## config.mk

```make
export PLATFORM = sky130hd
export DESIGN_NAME = pipe_hazard_unit
export DESIGN_NICKNAME = d
export VERILOG_FILES = /design/src/rtl/hz_pkg.sv /design/src/rtl/hz_fwd_lane.sv /design/src/rtl/hz_ctrl.sv /design/src/rtl/hz_redirect_wb.sv /design/src/rtl/pipe_hazard_unit.sv
export SDC_FILE = /design/constraint.sdc
export NUM_CORES = 1
export LEC_CHECK = 0
export ABC_CLOCK_PERIOD_IN_PS = 3200
export BUFFER_PORTS_ARGS = -buffer_cell sky130_fd_sc_hd__buf_4
export CAP_MARGIN = 20
export CORE_AREA = 4 4 196 198
export DETAILED_ROUTE_END_ITERATION = 6
export DIE_AREA = 0 0 200 202
export GPL_TIMING_DRIVEN = 0
export PLACE_DENSITY = 0.58
export RECOVER_POWER = 25
export SLEW_MARGIN = 5
export SYNTH_ARGS = -nofsm -noshare
export SYNTH_HDL_FRONTEND = slang
export SYNTH_SLANG_ARGS = --single-unit
```

## constraint.sdc

```tcl
create_clock -name vclk -period 3.2
set_clock_uncertainty 0.1 [all_clocks]
set_input_delay 0.32 -clock vclk [all_inputs]
set_output_delay 0.32 -clock vclk [all_outputs]
set_load 0.1 [all_outputs]
```

## src/rtl/hz_pkg.sv

```systemverilog
package hz_pkg;

  // producers in forwarding priority order, index 0 is the strongest
  localparam int unsigned NUM_CAND = 5;
  localparam int unsigned CAND_W   = $clog2(NUM_CAND + 1);
  localparam logic [CAND_W-1:0] CAND_EX_ALU  = CAND_W'(0);
  localparam logic [CAND_W-1:0] CAND_MEM_LD  = CAND_W'(1);
  localparam logic [CAND_W-1:0] CAND_MEM_ALU = CAND_W'(2);
  localparam logic [CAND_W-1:0] CAND_WB_LD   = CAND_W'(3);
  localparam logic [CAND_W-1:0] CAND_WB_ALU  = CAND_W'(4);
  localparam logic [CAND_W-1:0] CAND_NONE    = CAND_W'(NUM_CAND);

  // fetch redirect select encoding
  localparam logic [1:0] REDIR_NONE = 2'd0;
  localparam logic [1:0] REDIR_ALU  = 2'd1;
  localparam logic [1:0] REDIR_LOAD = 2'd2;

  // lowest set bit wins; CAND_NONE when nothing hits
  function automatic logic [CAND_W-1:0] first_hit(input logic [NUM_CAND-1:0] hits);
    logic [CAND_W-1:0] sel;
    sel = CAND_NONE;
    for (int i = NUM_CAND - 1; i >= 0; i--) begin
      if (hits[i]) sel = CAND_W'(i);
    end
    return sel;
  endfunction

endpackage

```

## src/rtl/hz_fwd_lane.sv

```systemverilog
module hz_fwd_lane
  import hz_pkg::*;
#(
  parameter int unsigned DATA_W = 32,
  parameter int unsigned IDX_W  = 5,
  parameter int unsigned PC_REG = 31
) (
  input  logic [IDX_W-1:0]    src_idx,
  input  logic [IDX_W-1:0]    cand_idx [NUM_CAND],
  input  logic [NUM_CAND-1:0] cand_we,
  input  logic [DATA_W-1:0]   cand_val [NUM_CAND],
  input  logic [DATA_W-1:0]   rf_val,
  output logic [DATA_W-1:0]   opnd,
  output logic [CAND_W-1:0]   src_sel
);

  localparam logic [IDX_W-1:0] PC_IDX = IDX_W'(PC_REG);

  logic [NUM_CAND-1:0] hit;
  logic                reads_pc;

  for (genvar c = 0; c < NUM_CAND; c++) begin : g_cmp
    assign hit[c] = cand_we[c] && (cand_idx[c] == src_idx);
  end

  assign reads_pc = (src_idx == PC_IDX);
  assign src_sel  = reads_pc ? CAND_NONE : first_hit(hit);

  always_comb begin
    if (src_sel == CAND_NONE) opnd = rf_val;
    else                      opnd = cand_val[src_sel];
  end

endmodule

```

## src/rtl/hz_ctrl.sv

```systemverilog
module hz_ctrl #(
  parameter int unsigned NUM_SRC = 4,
  parameter int unsigned IDX_W   = 5,
  parameter int unsigned PC_REG  = 31
) (
  input  logic             clk,
  input  logic             rst_n,
  input  logic [IDX_W-1:0] dec_idx [NUM_SRC],
  input  logic [IDX_W-1:0] ex_alu_idx,
  input  logic             ex_alu_we,
  input  logic [IDX_W-1:0] ex_ld_idx,
  input  logic             ex_ld_we,
  output logic             load_use,
  output logic             pc_change,
  output logic             stall_fetch,
  output logic             stall_decode,
  output logic             bubble_decode,
  output logic             bubble_execute
);

  localparam logic [IDX_W-1:0] PC_IDX = IDX_W'(PC_REG);

  logic [NUM_SRC-1:0] src_hit;

  for (genvar s = 0; s < NUM_SRC; s++) begin : g_lu
    assign src_hit[s] = ex_ld_we && (ex_ld_idx == dec_idx[s]);
  end

  assign load_use  = |src_hit;
  assign pc_change = (ex_alu_we && ex_alu_idx == PC_IDX) ||
                     (ex_ld_we  && ex_ld_idx  == PC_IDX);

  assign stall_fetch    = load_use;
  assign stall_decode   = load_use;
  assign bubble_decode  = pc_change && !stall_decode;
  assign bubble_execute = pc_change || load_use;

  AST_STALL_EMPTIES_EX: assert property (@(posedge clk) disable iff (!rst_n)
    stall_decode |-> bubble_execute);
  AST_HELD_NOT_FLUSHED: assert property (@(posedge clk) disable iff (!rst_n)
    !(stall_decode && bubble_decode));
  AST_ALU_PC_FLUSH: assert property (@(posedge clk) disable iff (!rst_n)
    (ex_alu_we && ex_alu_idx == PC_IDX) |-> bubble_execute);
  AST_QUIET_PIPE: assert property (@(posedge clk) disable iff (!rst_n)
    (!load_use && !pc_change) |-> !(stall_fetch || bubble_decode || bubble_execute));

endmodule

```

## src/rtl/hz_redirect_wb.sv

```systemverilog
module hz_redirect_wb
  import hz_pkg::*;
#(
  parameter int unsigned DATA_W = 32,
  parameter int unsigned IDX_W  = 5,
  parameter int unsigned PC_REG = 31
) (
  input  logic              clk,
  input  logic              rst_n,
  input  logic [IDX_W-1:0]  mem_alu_idx,
  input  logic              mem_alu_we,
  input  logic [DATA_W-1:0] mem_alu_val,
  input  logic [IDX_W-1:0]  mem_ld_idx,
  input  logic              mem_ld_we,
  input  logic [DATA_W-1:0] mem_ld_val,
  input  logic [IDX_W-1:0]  wb_alu_idx,
  input  logic              wb_alu_we,
  input  logic [IDX_W-1:0]  wb_ld_idx,
  input  logic              wb_ld_we,
  input  logic              wb_link_we,
  output logic [1:0]        pc_redir_sel,
  output logic [DATA_W-1:0] pc_redir_val,
  output logic              rf_we_alu,
  output logic              rf_we_ld,
  output logic              rf_we_link
);

  localparam logic [IDX_W-1:0] PC_IDX = IDX_W'(PC_REG);

  logic mem_ld_to_pc;
  logic mem_alu_to_pc;

  assign mem_ld_to_pc  = mem_ld_we  && (mem_ld_idx  == PC_IDX);
  assign mem_alu_to_pc = mem_alu_we && (mem_alu_idx == PC_IDX);

  always_comb begin
    if (mem_ld_to_pc) begin
      pc_redir_sel = REDIR_LOAD;
      pc_redir_val = mem_ld_val;
    end else if (mem_alu_to_pc) begin
      pc_redir_sel = REDIR_ALU;
      pc_redir_val = mem_alu_val;
    end else begin
      pc_redir_sel = REDIR_NONE;
      pc_redir_val = '0;
    end
  end

  assign rf_we_alu  = wb_alu_we && (wb_alu_idx != PC_IDX);
  assign rf_we_ld   = wb_ld_we  && (wb_ld_idx  != PC_IDX);
  assign rf_we_link = wb_link_we;

  AST_LOAD_REDIR_FIRST: assert property (@(posedge clk) disable iff (!rst_n)
    (mem_ld_we && mem_ld_idx == PC_IDX) |-> (pc_redir_sel == REDIR_LOAD && pc_redir_val == mem_ld_val));
  AST_IDLE_REDIR_ZERO: assert property (@(posedge clk) disable iff (!rst_n)
    (pc_redir_sel == REDIR_NONE) |-> (pc_redir_val == '0));
  AST_WB_ALU_SKIPS_PC: assert property (@(posedge clk) disable iff (!rst_n)
    rf_we_alu |-> (wb_alu_we && wb_alu_idx != PC_IDX));
  AST_WB_LD_SKIPS_PC: assert property (@(posedge clk) disable iff (!rst_n)
    rf_we_ld |-> (wb_ld_we && wb_ld_idx != PC_IDX));

endmodule

```

## src/rtl/pipe_hazard_unit.sv

```systemverilog
module pipe_hazard_unit
  import hz_pkg::*;
#(
  parameter int unsigned DATA_W   = 32,
  parameter int unsigned IDX_W    = 5,
  parameter int unsigned NUM_SRC  = 4,
  parameter int unsigned PC_REG   = 31,
  parameter int unsigned LINK_REG = 30
) (
  input  logic                      clk,
  input  logic                      rst_n,
  input  logic [NUM_SRC*IDX_W-1:0]  dec_src_idx,
  input  logic [NUM_SRC*DATA_W-1:0] rf_rdata,
  input  logic [IDX_W-1:0]          ex_alu_idx,
  input  logic                      ex_alu_we,
  input  logic [DATA_W-1:0]         ex_alu_val,
  input  logic [IDX_W-1:0]          ex_ld_idx,
  input  logic                      ex_ld_we,
  input  logic [IDX_W-1:0]          mem_alu_idx,
  input  logic                      mem_alu_we,
  input  logic [DATA_W-1:0]         mem_alu_val,
  input  logic [IDX_W-1:0]          mem_ld_idx,
  input  logic                      mem_ld_we,
  input  logic [DATA_W-1:0]         mem_ld_val,
  input  logic [IDX_W-1:0]          wb_alu_idx,
  input  logic                      wb_alu_we,
  input  logic [DATA_W-1:0]         wb_alu_val,
  input  logic [IDX_W-1:0]          wb_ld_idx,
  input  logic                      wb_ld_we,
  input  logic [DATA_W-1:0]         wb_ld_val,
  input  logic                      wb_link_we,
  output logic [NUM_SRC*DATA_W-1:0] opnd,
  output logic                      stall_fetch,
  output logic                      stall_decode,
  output logic                      bubble_decode,
  output logic                      bubble_execute,
  output logic [1:0]                pc_redir_sel,
  output logic [DATA_W-1:0]         pc_redir_val,
  output logic                      rf_we_alu,
  output logic                      rf_we_ld,
  output logic                      rf_we_link
);

  localparam logic [IDX_W-1:0] PC_IDX = IDX_W'(PC_REG);

  // the link index is fixed by the register file; kept here for range sanity
  initial begin
    if (LINK_REG >= (1 << IDX_W) || PC_REG >= (1 << IDX_W) || LINK_REG == PC_REG)
      $error("pipe_hazard_unit: bad register index parameters");
  end

  logic [IDX_W-1:0]    dec_idx  [NUM_SRC];
  logic [IDX_W-1:0]    cand_idx [NUM_CAND];
  logic [NUM_CAND-1:0] cand_we;
  logic [DATA_W-1:0]   cand_val [NUM_CAND];
  logic [CAND_W-1:0]   lane_sel [NUM_SRC];
  logic                load_use;
  logic                pc_change;

  // producers laid out in priority order
  assign cand_idx[CAND_EX_ALU]  = ex_alu_idx;
  assign cand_idx[CAND_MEM_LD]  = mem_ld_idx;
  assign cand_idx[CAND_MEM_ALU] = mem_alu_idx;
  assign cand_idx[CAND_WB_LD]   = wb_ld_idx;
  assign cand_idx[CAND_WB_ALU]  = wb_alu_idx;
  assign cand_we  = {wb_alu_we, wb_ld_we, mem_alu_we, mem_ld_we, ex_alu_we};
  assign cand_val[CAND_EX_ALU]  = ex_alu_val;
  assign cand_val[CAND_MEM_LD]  = mem_ld_val;
  assign cand_val[CAND_MEM_ALU] = mem_alu_val;
  assign cand_val[CAND_WB_LD]   = wb_ld_val;
  assign cand_val[CAND_WB_ALU]  = wb_alu_val;

  for (genvar k = 0; k < NUM_SRC; k++) begin : g_lane
    assign dec_idx[k] = dec_src_idx[k*IDX_W +: IDX_W];

    hz_fwd_lane #(
      .DATA_W (DATA_W),
      .IDX_W  (IDX_W),
      .PC_REG (PC_REG)
    ) u_lane (
      .src_idx  (dec_idx[k]),
      .cand_idx (cand_idx),
      .cand_we  (cand_we),
      .cand_val (cand_val),
      .rf_val   (rf_rdata[k*DATA_W +: DATA_W]),
      .opnd     (opnd[k*DATA_W +: DATA_W]),
      .src_sel  (lane_sel[k])
    );

    AST_PC_READ_RAW: assert property (@(posedge clk) disable iff (!rst_n)
      (dec_src_idx[k*IDX_W +: IDX_W] == PC_IDX) |->
        (opnd[k*DATA_W +: DATA_W] == rf_rdata[k*DATA_W +: DATA_W]));
    AST_EX_RESULT_FIRST: assert property (@(posedge clk) disable iff (!rst_n)
      (dec_src_idx[k*IDX_W +: IDX_W] != PC_IDX && ex_alu_we &&
       ex_alu_idx == dec_src_idx[k*IDX_W +: IDX_W]) |->
        (opnd[k*DATA_W +: DATA_W] == ex_alu_val));
    AST_UNMATCHED_RAW: assert property (@(posedge clk) disable iff (!rst_n)
      (lane_sel[k] == CAND_NONE) |->
        (opnd[k*DATA_W +: DATA_W] == rf_rdata[k*DATA_W +: DATA_W]));
  end

  hz_ctrl #(
    .NUM_SRC (NUM_SRC),
    .IDX_W   (IDX_W),
    .PC_REG  (PC_REG)
  ) u_ctrl (
    .clk            (clk),
    .rst_n          (rst_n),
    .dec_idx        (dec_idx),
    .ex_alu_idx     (ex_alu_idx),
    .ex_alu_we      (ex_alu_we),
    .ex_ld_idx      (ex_ld_idx),
    .ex_ld_we       (ex_ld_we),
    .load_use       (load_use),
    .pc_change      (pc_change),
    .stall_fetch    (stall_fetch),
    .stall_decode   (stall_decode),
    .bubble_decode  (bubble_decode),
    .bubble_execute (bubble_execute)
  );

  hz_redirect_wb #(
    .DATA_W (DATA_W),
    .IDX_W  (IDX_W),
    .PC_REG (PC_REG)
  ) u_redir (
    .clk          (clk),
    .rst_n        (rst_n),
    .mem_alu_idx  (mem_alu_idx),
    .mem_alu_we   (mem_alu_we),
    .mem_alu_val  (mem_alu_val),
    .mem_ld_idx   (mem_ld_idx),
    .mem_ld_we    (mem_ld_we),
    .mem_ld_val   (mem_ld_val),
    .wb_alu_idx   (wb_alu_idx),
    .wb_alu_we    (wb_alu_we),
    .wb_ld_idx    (wb_ld_idx),
    .wb_ld_we     (wb_ld_we),
    .wb_link_we   (wb_link_we),
    .pc_redir_sel (pc_redir_sel),
    .pc_redir_val (pc_redir_val),
    .rf_we_alu    (rf_we_alu),
    .rf_we_ld     (rf_we_ld),
    .rf_we_link   (rf_we_link)
  );

  AST_PC_CHANGE_FLUSH: assert property (@(posedge clk) disable iff (!rst_n)
    pc_change |-> (bubble_execute && (bubble_decode != stall_decode)));
  AST_LOAD_USE_HOLD: assert property (@(posedge clk) disable iff (!rst_n)
    load_use |-> (stall_fetch && stall_decode));

endmodule

```

Word-level counts from Yosys, hierarchy flattened
Index checks and enable logic that the tools add are counted.

Input port bits: 347. Output and inout bits: 169. Register bits after elaboration: 0. Word-level logic and storage cells: 125.

Bitwise gates (word level): 4. $lt $le $gt $ge: 4. Mux-type cells: 44. Reductions and logical operators: 35. Eq/ne operators: 38.

Operator list (number): 32-bit 2-to-1 mux (14); 32-bit binary-select mux with 3-bit select (4); 5-bit == test (24); 3-bit 2-to-1 mux (20); 5-bit == test (second input constant) (8); 1-bit logical AND (31); 4-bit greater-or-equal comparator (second input constant) (4); 3-bit inverter with 4-bit output (4); 3-bit == test (second input constant) (4); 5-bit != test (second input constant) (2); 1-bit 2-to-1 mux (5); 4-bit OR reduction (1); 1-bit logical OR (2); 2-bit 2-to-1 mux (1); 1-bit zero test (1).

Logic depth before layout (Yosys ltp)
Gate-level depths: netlist of run 1.

Depth in word-level cells: 13. Mapped depth: 10.

Hierarchy
A second synthesis of run 1 with hierarchy kept.

Cell total of the unflattened synthesis: 1552. Area, all modules: 11288.3 µm².

By module, submodules not included: hz_fwd_lane (cells each 355, times used 4, seq. area each 0.0 µm², area each 2517.4 µm²); hz_redirect_wb (cells each 88, times used 1, seq. area each 0.0 µm², area each 873.3 µm²); hz_ctrl (cells each 44, times used 1, seq. area each 0.0 µm², area each 345.3 µm²).

Worst setup path before layout of run 1
No wires, ideal clock.

Path kind: input -> output. Start point: input port wb_alu_idx[2]. End point: output port opnd[32]. Data arrival time: 4950 ps. Data required time: 2780 ps. Setup slack: -2170 ps. Cell stages on the path: 8. Cell sequence: clkbuf_1 xor2_1 nor4_1 and3_1 a21oi_1 o21ai_1 nor2_1 o311ai_0.

Longest elaborated chain between the ends: 13. Elaborated cells on any way between the ends: 14. Classes of those cells: 2 x eq/ne; 10 x mux; 1 x bitwise; 1 x reduce/logical.

Ends and longest elaborated chain: from (decl) (RTL line pipe_hazard_unit.sv:25) `input logic [IDX_W-1:0] wb_alu_idx,`; 5-bit == test * (RTL line hz_fwd_lane.sv:23) `assign hit[c] = cand_we[c] && (cand_idx[c] == src_idx);`; 1-bit logical AND * (RTL line hz_fwd_lane.sv:23); 1-bit 2-to-1 mux * (RTL line hz_pkg.sv:23) `if (hits[i]) sel = CAND_W'(i);`; 3-bit 2-to-1 mux * (4 in a row) (RTL line hz_pkg.sv:23); 3-bit 2-to-1 mux * (RTL line hz_fwd_lane.sv:27) `assign src_sel = reads_pc ? CAND_NONE : first_hit(hit);`; 3-bit inverter with 4-bit output (implied by the code) (RTL line hz_fwd_lane.sv:31) `else opnd = cand_val[src_sel];`; 32-bit binary-select mux with 3-bit select (RTL line hz_fwd_lane.sv:31); 32-bit 2-to-1 mux (implied by the code) (2 in a row) (RTL line hz_fwd_lane.sv:31); 32-bit 2-to-1 mux * (RTL line hz_fwd_lane.sv:30) `if (src_sel == CAND_NONE) opnd = rf_val;`; to (decl) (RTL line pipe_hazard_unit.sv:32) `output logic [NUM_SRC*DATA_W-1:0] opnd,`.

Every way passes the cells marked *; elsewhere a longest branch is shown, timed or not. The select of a mux whose other input is x is not followed.

Worst setup path after layout of run 1
Start point: input port dec_src_idx[10]. End point: output port opnd[86].

Longest elaborated chain between the ends: 13. Elaborated cells on any way between the ends: 23. Classes of those cells: 7 x eq/ne; 10 x mux; 1 x bitwise; 5 x reduce/logical.

Ends and longest elaborated chain: from (decl) (RTL line pipe_hazard_unit.sv:12) `input logic [NUM_SRC*IDX_W-1:0] dec_src_idx,`; 5-bit == test (RTL line hz_fwd_lane.sv:23); 1-bit logical AND (RTL line hz_fwd_lane.sv:23); 1-bit 2-to-1 mux (RTL line hz_pkg.sv:23); 3-bit 2-to-1 mux (4 in a row) (RTL line hz_pkg.sv:23); 3-bit 2-to-1 mux * (RTL line hz_fwd_lane.sv:27); 3-bit inverter with 4-bit output (implied by the code) (RTL line hz_fwd_lane.sv:31); 32-bit binary-select mux with 3-bit select (RTL line hz_fwd_lane.sv:31); 32-bit 2-to-1 mux (implied by the code) (2 in a row) (RTL line hz_fwd_lane.sv:31); 32-bit 2-to-1 mux * (RTL line hz_fwd_lane.sv:30).

Marks and branches as above.

==> flow_summary.json, run 1 <==
{
  "setup-violations-final": 0,
  "critPathMaxFanout": 10,
  "tns_ns": 0,
  "crit_path_frequent_cell": "sky130_fd_sc_hd__buf_4",
  "power_density_mw_per_mm2": 269,
  "filler_cell_count": 3739,
  "path_depth": 11,
  "dieWidth_um": 200,
  "drt_drc_violations_left": 0,
  "dp_slack_ns": -0.858,
  "grt_max_degree": 11,
  "multi_input_comb_area_mm2": 0.00861,
  "worst_pin_slew_ns": 1.18,
  "final_layout_size_suffix_gt1_frac": 0.540,
  "drt-met1-wl_um": 24200,
  "maxCapViolations": 0,
  "yosysWarnings": 0,
  "place_hpwl_um": 44700,
  "full_die_area_mm2": 0.0404,
  "weighted_congestion_at_the_end_of_routability_driven_global_placement": 0.937,
  "fmaxAchievable_mhz": 316,
  "final_max_slew_viol_count": 0,
  "critical-path-max-stage-delay_ns": 0.37,
  "topRoutingLayerUsed": "met4",
  "grt_util_all_layers": 0.272,
  "initial_antenna_violation_count": 0,
  "routed-via-count": 11971,
  "netlist_area_mm2": 0.00807,
  "sequential_cell_area_um2": 0,
  "wirelength_um": 60500,
  "worst_hold_path_type": "primary input to output port",
  "numPortBuffers": 463,
  "worst_slew_margin_rel": 0.220,
  "worstSetupEndpointType": "output port",
  "met3_wirelength_um": 4820,
  "grt_pass1_wl_um": 83300,
  "floorplan.initialDensity": 0.221,
  "syn_nets": 1417,
  "finalCoreUtilization": 0.391,
  "cp_data_required_time_ns": 2.78,
  "synth.top_cell.area_share": 0.159,
  "count_of_buffer_and_inverter_cells_on_the_critical_path": 4,
  "placed_cells_incl_taps": 2002,
  "power_mw": 3.83,
  "tmin_final_ns": 3.17,
  "finalCritPeriodShare": 0.990,
  "grt_overflow": 0,
  "number_of_nets_with_antenna_violations_after_routing": 0,
  "hold_buffers": 0,
  "synth_sequential_area_ratio": 0,
  "cellLeakagePower_nw": 5.66,
  "core.rowCount": 70,
  "synthToLayoutAreaGrowth_pct": 76.7,
  "via_count_of_the_first_global_routing_pass": 12315,
  "vdd.ir_drop.worst_mv": 0.143,
  "crit_chain": "buf_2, xor2_1, nor4_1, and3_1, or2_1, o31ai_4, buf_4, buf_4, a22oi_1, o221ai_2, buf_6",
  "grt_setup_unrepaired": "true",
  "placeableCoreArea_mm2": 0.0365,
  "floorplan.io_pins": 516,
  "status": "finished, final reports clean",
  "total_met2_wirelength_after_detailed_routing_um": 29200,
  "syn_area_per_cell_um2": 7.54,
  "synthCells": 1070,
  "worst_path_max_delay_cell": "sky130_fd_sc_hd__a22oi_1",
  "timing.final.ws_setup_ns": 0.0309,
  "drt_first_iter_violations": 1094,
  "routedWlPerCell_um": 29.8,
  "synth_top_cells_by_area": "sky130_fd_sc_hd__mux2i_1 (16%), sky130_fd_sc_hd__o221ai_1 (10%), sky130_fd_sc_hd__xor2_1 (8.5%), sky130_fd_sc_hd__nand2b_1 (7.6%), sky130_fd_sc_hd__a22oi_1 (6.0%)",
  "final_cells": 2028,
  "drt_pass1_iterations": 6,
  "finalHoldViolations": 0,
  "clock_buffers": 0,
  "worst_ep_arrival_time_ns": 2.75,
  "finalNetCount": 1909,
  "diodes": 0,
  "worstSetupStartpointType": "primary input",
  "setup.worst_path.end": "opnd[86]",
  "synth_top_cell_by_area": "sky130_fd_sc_hd__mux2i_1",
  "flops_and_latches": 0,
  "startpoint": "dec_src_idx[10]",
  "worst_path_dominant_cell_family": "simple AND/OR/NAND/NOR gates",
  "critical_path_class": "primary input to output port",
  "die_height_um": 202,
  "detail_routed_via_count_per_cell": 5.90,
  "post_synth_num_cell_types": 52
}
## power by group
group / total, mW / internal (mW) / switching, mW
Clock: 0 / 0 / 0
Combinational: 3.83 / 1.19 / 2.64
Sequential: 0 / 0 / 0
## logic make-up after synthesis
group | Yosys count | share of synthesized area
and+or+nand+nor | 296 | 0.205
muxes | 160 | 0.203
xor gates and xnor gates | 120 | 0.130
buffers and inverters | 154 | 0.0993
AOI/OAI and AO/OA | 340 | 0.362
## repair_timing
action,CTS,global route
setup buffers,17,13
cloned,0,1
setup endpoints to repair,128,134
hold endpoints to repair,0,0
pin swaps,16,26
gates resized for setup,105,168
## through the flow
| stage | area (µm²) | hold WS [ns] |
|---|---|---|
| floorplan | 9150 | 0.752 |
| global placement | 13200 | 0.867 |
| detailed placement | 13200 | 0.868 |
| CTS | 13700 | 0.868 |
| global route | 14300 | 0.968 |
| finish | 14300 | 0.958 |
## worst min-delay path, cell delays in order
cell	delay [ns]
sky130_fd_sc_hd__buf_4	0.08
sky130_fd_sc_hd__nand2_1	0.07
sky130_fd_sc_hd__o311ai_4	0.09
sky130_fd_sc_hd__buf_12	0.17
## cells in the mapped netlist (all sizes together), types with 3 or more instances
library cell and count:
mux2i 128, nand2b 98, o221ai 96, buf 94, xor2 78, a22oi 64
clkbuf 58, nand2 47, nor3 42, xnor2 42, nor2 37, a21oi 33
o22ai 33, o311ai 33, a222oi 32, a22o 32, mux2 32, nand3 18
nor4 15, and3 13, nand4 10, or2 5, nor4b 4, o21a 3
o21ai 3, o31ai 3
## cells in the final DEF, fill, tap and decap left out, types with 3 or more instances in the layout
master and instances:
sky130_fd_sc_hd__a21oi_2 33, sky130_fd_sc_hd__a222oi_1 32, sky130_fd_sc_hd__a22o_1 32, sky130_fd_sc_hd__a22oi_1 63, sky130_fd_sc_hd__and3_1 11, sky130_fd_sc_hd__buf_12 6
sky130_fd_sc_hd__buf_2 46, sky130_fd_sc_hd__buf_4 417, sky130_fd_sc_hd__buf_6 78, sky130_fd_sc_hd__buf_8 17, sky130_fd_sc_hd__clkbuf_1 18, sky130_fd_sc_hd__clkbuf_2 29
sky130_fd_sc_hd__clkbuf_4 31, sky130_fd_sc_hd__mux2_1 30, sky130_fd_sc_hd__mux2i_1 116, sky130_fd_sc_hd__mux2i_2 10, sky130_fd_sc_hd__nand2_1 44, sky130_fd_sc_hd__nand2_2 3
sky130_fd_sc_hd__nand2b_1 97, sky130_fd_sc_hd__nand3_1 16, sky130_fd_sc_hd__nand4_1 9, sky130_fd_sc_hd__nor2_1 35, sky130_fd_sc_hd__nor3_1 38, sky130_fd_sc_hd__nor3_2 4
sky130_fd_sc_hd__nor4_1 11, sky130_fd_sc_hd__nor4_2 3, sky130_fd_sc_hd__nor4b_4 4, sky130_fd_sc_hd__o221ai_1 30, sky130_fd_sc_hd__o221ai_2 66, sky130_fd_sc_hd__o22ai_1 3
sky130_fd_sc_hd__o22ai_2 30, sky130_fd_sc_hd__o311ai_4 31, sky130_fd_sc_hd__o31ai_4 3, sky130_fd_sc_hd__or2_2 3, sky130_fd_sc_hd__xnor2_1 42, sky130_fd_sc_hd__xor2_1 78
## layer usage
| layer | vias up | GRT usage |
|---|---|---|
| met5 | - | 0 |
| met4 | 0 | 0.0936 |
| met3 | 145 | 0.0383 |
| met2 | 727 | 0.462 |
| met1 | 5903 | 0.349 |
| li1 | 5196 | - |
## worst min-delay path by stage
stage,slack (ns),end,cells after the start,startpoint
2_1_floorplan,0.75,rf_we_link,1,wb_link_we
3_3_place_gp,0.87,rf_we_link,2,wb_link_we
3_5_place_dp,0.87,rf_we_link,2,wb_link_we
4_1_cts,0.87,rf_we_link,2,wb_link_we
5_1_grt,0.97,opnd[53],4,rf_rdata[53]
6_report,0.96,opnd[53],4,rf_rdata[53]
## area by class of cell
cell class / instances / area share
Buffer: 147 / 0.0738
Inverter: 2 / 0.000526
Multi-Input combinational cell: 916 / 0.604
Tap cell: 468 / 0.0410
Timing Repair Buffer: 495 / 0.281
Power figures use the tool's default switching activity.
==> run 2, diff against run 1 <==
- BUFFER_PORTS_ARGS: -buffer_cell sky130_fd_sc_hd__buf_4 -> not set
- CORE_AREA: 4 4 196 198 -> 4 4 201 203
- DIE_AREA: 0 0 200 202 -> 0 0 205 207
- DONT_BUFFER_PORTS: not set -> 1
- PLACE_DENSITY: 0.58 -> 0.45
==> flow_summary.json, run 2 (synthesized netlist as in run 1, its figures left out) <==
{
  "critical-path-max-stage-delay_ns": 0.99,
  "sequential_fraction_of_design_power": 0,
  "weighted_congestion_at_the_end_of_routability_driven_global_placement": 0.877,
  "flops_and_latches": 0,
  "floorplan.io_pins": 516,
  "place_hpwl_um": 44000,
  "dp_slack_ns": -1.32,
  "finalCritPeriodShare": 1.05,
  "cellLeakagePower_nw": 5.54,
  "violations_in_the_final_reports": "setup timing",
  "grt_setup_unrepaired": "true",
  "layout_commonest_cell": "sky130_fd_sc_hd__buf_4",
  "worst_pin_slew_ns": 1.38,
  "routedWlPerCell_um": 36.3,
  "placeableCoreArea_mm2": 0.0385,
  "drt_first_iter_violations": 1145,
  "worst_ep_arrival_time_ns": 2.93,
  "worst_slew_margin_rel": 0.0797,
  "floorplan.initialDensity": 0.210,
  "wirelength_um": 65500,
  "finalNetCount": 1636,
  "status": "finished with violations",
  "combPwrFrac": 1.000,
  "layout_common_cells": "sky130_fd_sc_hd__buf_4 (103), sky130_fd_sc_hd__nand2b_1 (97), sky130_fd_sc_hd__mux2i_1 (89)",
  "power_report.internal_total_mw": 1.50,
  "power_density_mw_per_mm2": 261,
  "finalCoreUtilization": 0.416,
  "detail_routed_via_count_per_cell": 6.25,
  "final_layout_size_suffix_gt1_frac": 0.567,
  "crit_path_frequent_cell": "sky130_fd_sc_hd__buf_12",
  "drt_pass1_iterations": 7,
  "placed_cells_incl_taps": 1658,
  "count_of_buffer_and_inverter_cells_on_the_critical_path": 4,
  "drt_drc_violations_left": 0,
  "crit_chain": "buf_12, xor2_1, nor4_1, nand3_1, buf_4, nand2b_4, nand4_1, buf_12, clkbuf_16, o311ai_4",
  "numPortBuffers": 0,
  "grt_overflow": 0,
  "pwr-share-clk": 0,
  "critPathMaxFanout": 8,
  "tmin_final_ns": 3.35,
  "routed-via-count": 11283,
  "filler_cell_count": 3723,
  "dieWidth_um": 205,
  "via_count_of_the_first_global_routing_pass": 11224,
  "finalHoldViolations": 0,
  "synthToLayoutAreaGrowth_pct": 98.2,
  "critical_path_class": "primary input to output port",
  "power_mw": 4.18,
  "cp_data_required_time_ns": 2.78,
  "initial_antenna_violation_count": 2,
  "fmaxAchievable_mhz": 298,
  "vdd.ir_drop.worst_mv": 0.155,
  "worstSetupEndpointType": "output port",
  "tns_ns": -3.40,
  "p_switching_mw": 2.68,
  "clock_buffers": 0,
  "netSwitchingFraction": 0.641,
  "setup-violations-final": 51,
  "timing.final.ws_setup_ns": -0.153,
  "final_max_slew_viol_count": 0,
  "core.rowCount": 72,
  "worst_path_max_delay_cell": "sky130_fd_sc_hd__o311ai_4",
  "worstSetupStartpointType": "primary input",
  "die_height_um": 207,
  "full_die_area_mm2": 0.0424,
  "sequential_cell_area_um2": 0,
  "diodes": 0,
  "maxCapViolations": 0,
  "worst_hold_path_type": "primary input to output port",
  "final_cells": 1805,
  "hold_buffers": 0,
  "grt_util_all_layers": 0.270,
  "worst_path_dominant_cell_family": "compound AO/OA/AOI/OAI gates",
  "grt_max_degree": 11,
  "grt_pass1_wl_um": 85900,
  "number_of_nets_with_antenna_violations_after_routing": 0
}
[run 2: changes by cell type in the layout (fill, tap and decap cells not counted), moves of 24 or more]
cell and delta:
sky130_fd_sc_hd__a22o_1 -30, sky130_fd_sc_hd__a22o_2 +30, sky130_fd_sc_hd__buf_12 +40, sky130_fd_sc_hd__buf_16 +57
sky130_fd_sc_hd__buf_2 -25, sky130_fd_sc_hd__buf_4 -314, sky130_fd_sc_hd__buf_6 -42, sky130_fd_sc_hd__clkbuf_16 +32
sky130_fd_sc_hd__mux2i_1 -27, sky130_fd_sc_hd__nor3_1 -29, sky130_fd_sc_hd__o221ai_1 -24, sky130_fd_sc_hd__o221ai_4 +30
[run 2: power groups by stage]
stage / Sequential, mW / Clock (mW) / Combinational (mW)
2_1_floorplan: 0 / 0 / 2.54
3_5_place_dp: 0 / 0 / 3.51
5_1_grt: 0 / 0 / 4.29
4_1_cts: 0 / 0 / 3.81
6_report: 0 / 0 / 4.18
3_3_place_gp: 0 / 0 / 2.89
[run 2: repair_timing]
item | 4_1_cts | 5_1_grt
gates cloned | 10 | 15
setup buffers | 46 | 80
endpoints found under the setup margin | 158 | 134
pin swaps | 92 | 125
hold endpoints to repair | 0 | 0
resized for setup | 362 | 288
[run 2: final cells by class]
type / count / area, µm² / share of cell area
Buffer: 148 / 1600 / 0.0999
Inverter: 2 / 7.51 / 0.000469
Multi-Input combinational cell: 916 / 10100 / 0.631
Tap cell: 518 / 648 / 0.0405
Timing Repair Buffer: 221 / 3660 / 0.229
[run 2: final timing paths]
check / slack (ns) / end / cells after the start / start
hold / removal: 0.82 / opnd[100] / 2 / rf_rdata[100]
setup / recovery: -0.15 / opnd[46] / 10 / wb_ld_idx[0]
[run 2: stage by stage]
| step | area [µm²] | hold slack (ns) |
|---|---|---|
| floorplan | 9150 | 0.752 |
| global placement | 9800 | 0.754 |
| detailed placement | 11600 | 0.753 |
| CTS | 13700 | 0.753 |
| global route | 16000 | 0.826 |
| finish | 16000 | 0.815 |
[run 2: routing by layer]
| metal | GRT usage | routed length [µm] |
|---|---|---|
| met1 | 0.339 | 25500 |
| met2 | 0.467 | 31900 |
| met3 | 0.0597 | 5840 |
| met4 | 0.0709 | 2200 |
| met5 | 0 | 27 |
==> run 3, diff against run 2 <==
- PLACE_DENSITY: 0.45 -> not set
==> flow_summary.json, run 3 (synthesized netlist as in run 1, its figures left out) <==
{
  "grt_util_all_layers": 0.266,
  "wirelength_um": 63500,
  "layout_commonest_cell": "sky130_fd_sc_hd__mux2i_1",
  "pwr-share-clk": 0,
  "setup.worst_path.end": "opnd[60]",
  "vdd.ir_drop.worst_mv": 0.215,
  "grt_max_degree": 11,
  "via_count_of_the_first_global_routing_pass": 11417,
  "worst_slew_margin_rel": 0.209,
  "final_layout_size_suffix_gt1_frac": 0.539,
  "crit_path_frequent_cell": "sky130_fd_sc_hd__buf_12",
  "final_cells": 1753,
  "flops_and_latches": 0,
  "floorplan.io_pins": 516,
  "timing.final.ws_setup_ns": -0.0834,
  "number_of_nets_with_antenna_violations_after_routing": 0,
  "placed_cells_incl_taps": 1664,
  "p_switching_mw": 2.62,
  "dieWidth_um": 205,
  "grt_pass1_wl_um": 84400,
  "combPwrFrac": 1.000,
  "clock_buffers": 0,
  "violations_in_the_final_reports": "DRC, setup timing",
  "worst_pin_slew_ns": 1.18,
  "die_height_um": 207,
  "drt_first_iter_violations": 1334,
  "status": "finished with violations",
  "cellLeakagePower_nw": 5.03,
  "critPathMaxFanout": 5,
  "place_hpwl_um": 43400,
  "fmaxAchievable_mhz": 305,
  "worst_path_dominant_cell_family": "compound AO/OA/AOI/OAI gates",
  "final_max_slew_viol_count": 0,
  "path_depth": 12,
  "finalNetCount": 1584,
  "routedWlPerCell_um": 36.2,
  "worst_ep_arrival_time_ns": 2.86,
  "setup-violations-final": 44,
  "initial_antenna_violation_count": 3,
  "crit_chain": "buf_6, xor2_1, nor4_1, and3_1, a21oi_2, buf_4, o21ai_4, buf_12, buf_12, buf_12, nor2_4, o311ai_4",
  "full_die_area_mm2": 0.0424,
  "cp_data_required_time_ns": 2.78,
  "critical-path-max-stage-delay_ns": 0.93,
  "grt_overflow": 0,
  "layout_common_cells": "sky130_fd_sc_hd__mux2i_1 (99), sky130_fd_sc_hd__nand2b_1 (95), sky130_fd_sc_hd__buf_4 (78)",
  "numPortBuffers": 0,
  "finalHoldViolations": 0,
  "power_density_mw_per_mm2": 270,
  "synthToLayoutAreaGrowth_pct": 83.4,
  "weighted_congestion_at_the_end_of_routability_driven_global_placement": 0.960,
  "tmin_final_ns": 3.28,
  "core.rowCount": 72,
  "drt_drc_violations_left": 3,
  "filler_cell_count": 3662,
  "worst_path_max_delay_cell": "sky130_fd_sc_hd__o311ai_4",
  "drt_pass1_iterations": 7,
  "worst_hold_path_type": "primary input to output port",
  "count_of_buffer_and_inverter_cells_on_the_critical_path": 5,
  "power_report.internal_total_mw": 1.37,
  "detail_routed_via_count_per_cell": 6.52,
  "diodes": 0,
  "routed-via-count": 11427,
  "startpoint": "mem_alu_idx[1]",
  "finalCritPeriodShare": 1.03,
  "sequential_cell_area_um2": 0,
  "finalHoldWorstSlack_ns": 0.817,
  "worstSetupStartpointType": "primary input",
  "worstSetupEndpointType": "output port",
  "grt_setup_unrepaired": "true",
  "netSwitchingFraction": 0.657,
  "sequential_fraction_of_design_power": 0,
  "hold_buffers": 0,
  "placeableCoreArea_mm2": 0.0385,
  "finalCoreUtilization": 0.385,
  "floorplan.initialDensity": 0.210,
  "critical_path_class": "primary input to output port",
  "maxCapViolations": 0,
  "dp_slack_ns": -1.29
}
## run 3: cell type report
class | instances | area, µm² | area share
Inverter | 2 | 7.51 | 0.000507
Tap cell | 518 | 648 | 0.0438
Timing Repair Buffer | 169 | 2800 | 0.189
Multi-Input combinational cell | 916 | 9770 | 0.660
Buffer | 148 | 1580 | 0.107
## run 3: layer usage
layer  wire length (µm)  part of all wire  up-vias  global-route usage
li1                   -                 -     4551                   -
met1              23600              0.37     5637               0.321
met2              30300              0.48     1007               0.447
met3               6670              0.10      226              0.0704
met4               2890             0.045        6               0.107
met5                 47           0.00074        -                   0
## run 3: timing repair
item | CTS | global route
buffers inserted | 41 | 42
resized for setup | 321 | 239
endpoints found under the setup margin | 156 | 148
cloned | 5 | 6
pin swaps | 82 | 70
## run 3: how the worst min path moves through the flow
stage,start,endpoint,slack (ns),depth (start not counted)
after detailed placement,wb_link_we,rf_we_link,0.75,1
final,rf_rdata[125],opnd[125],0.82,2
after global placement,wb_link_we,rf_we_link,0.75,1
after floorplan,wb_link_we,rf_we_link,0.75,1
after global routing,rf_rdata[114],opnd[114],0.82,2
after CTS,wb_link_we,rf_we_link,0.75,1
## run 3: power by group through the flow
stage / Sequential (mW) / Combinational [mW] / Clock [mW]
2_1_floorplan: 0 / 2.54 / 0
3_3_place_gp: 0 / 2.88 / 0
3_5_place_dp: 0 / 3.49 / 0
4_1_cts: 0 / 3.76 / 0
5_1_grt: 0 / 4.10 / 0
6_report: 0 / 3.99 / 0
## run 3: stage by stage
stage               setup TNS (ns)  area, µm²  total power, mW
floorplan                   -0.669       9150             2.54
global placement           -159.36       9800             2.88
detailed placement         -107.87      11600             3.49
CTS                          -1.52      13400             3.76
global route                 -5.81      14800             4.10
finish                       -1.38      14800             3.99
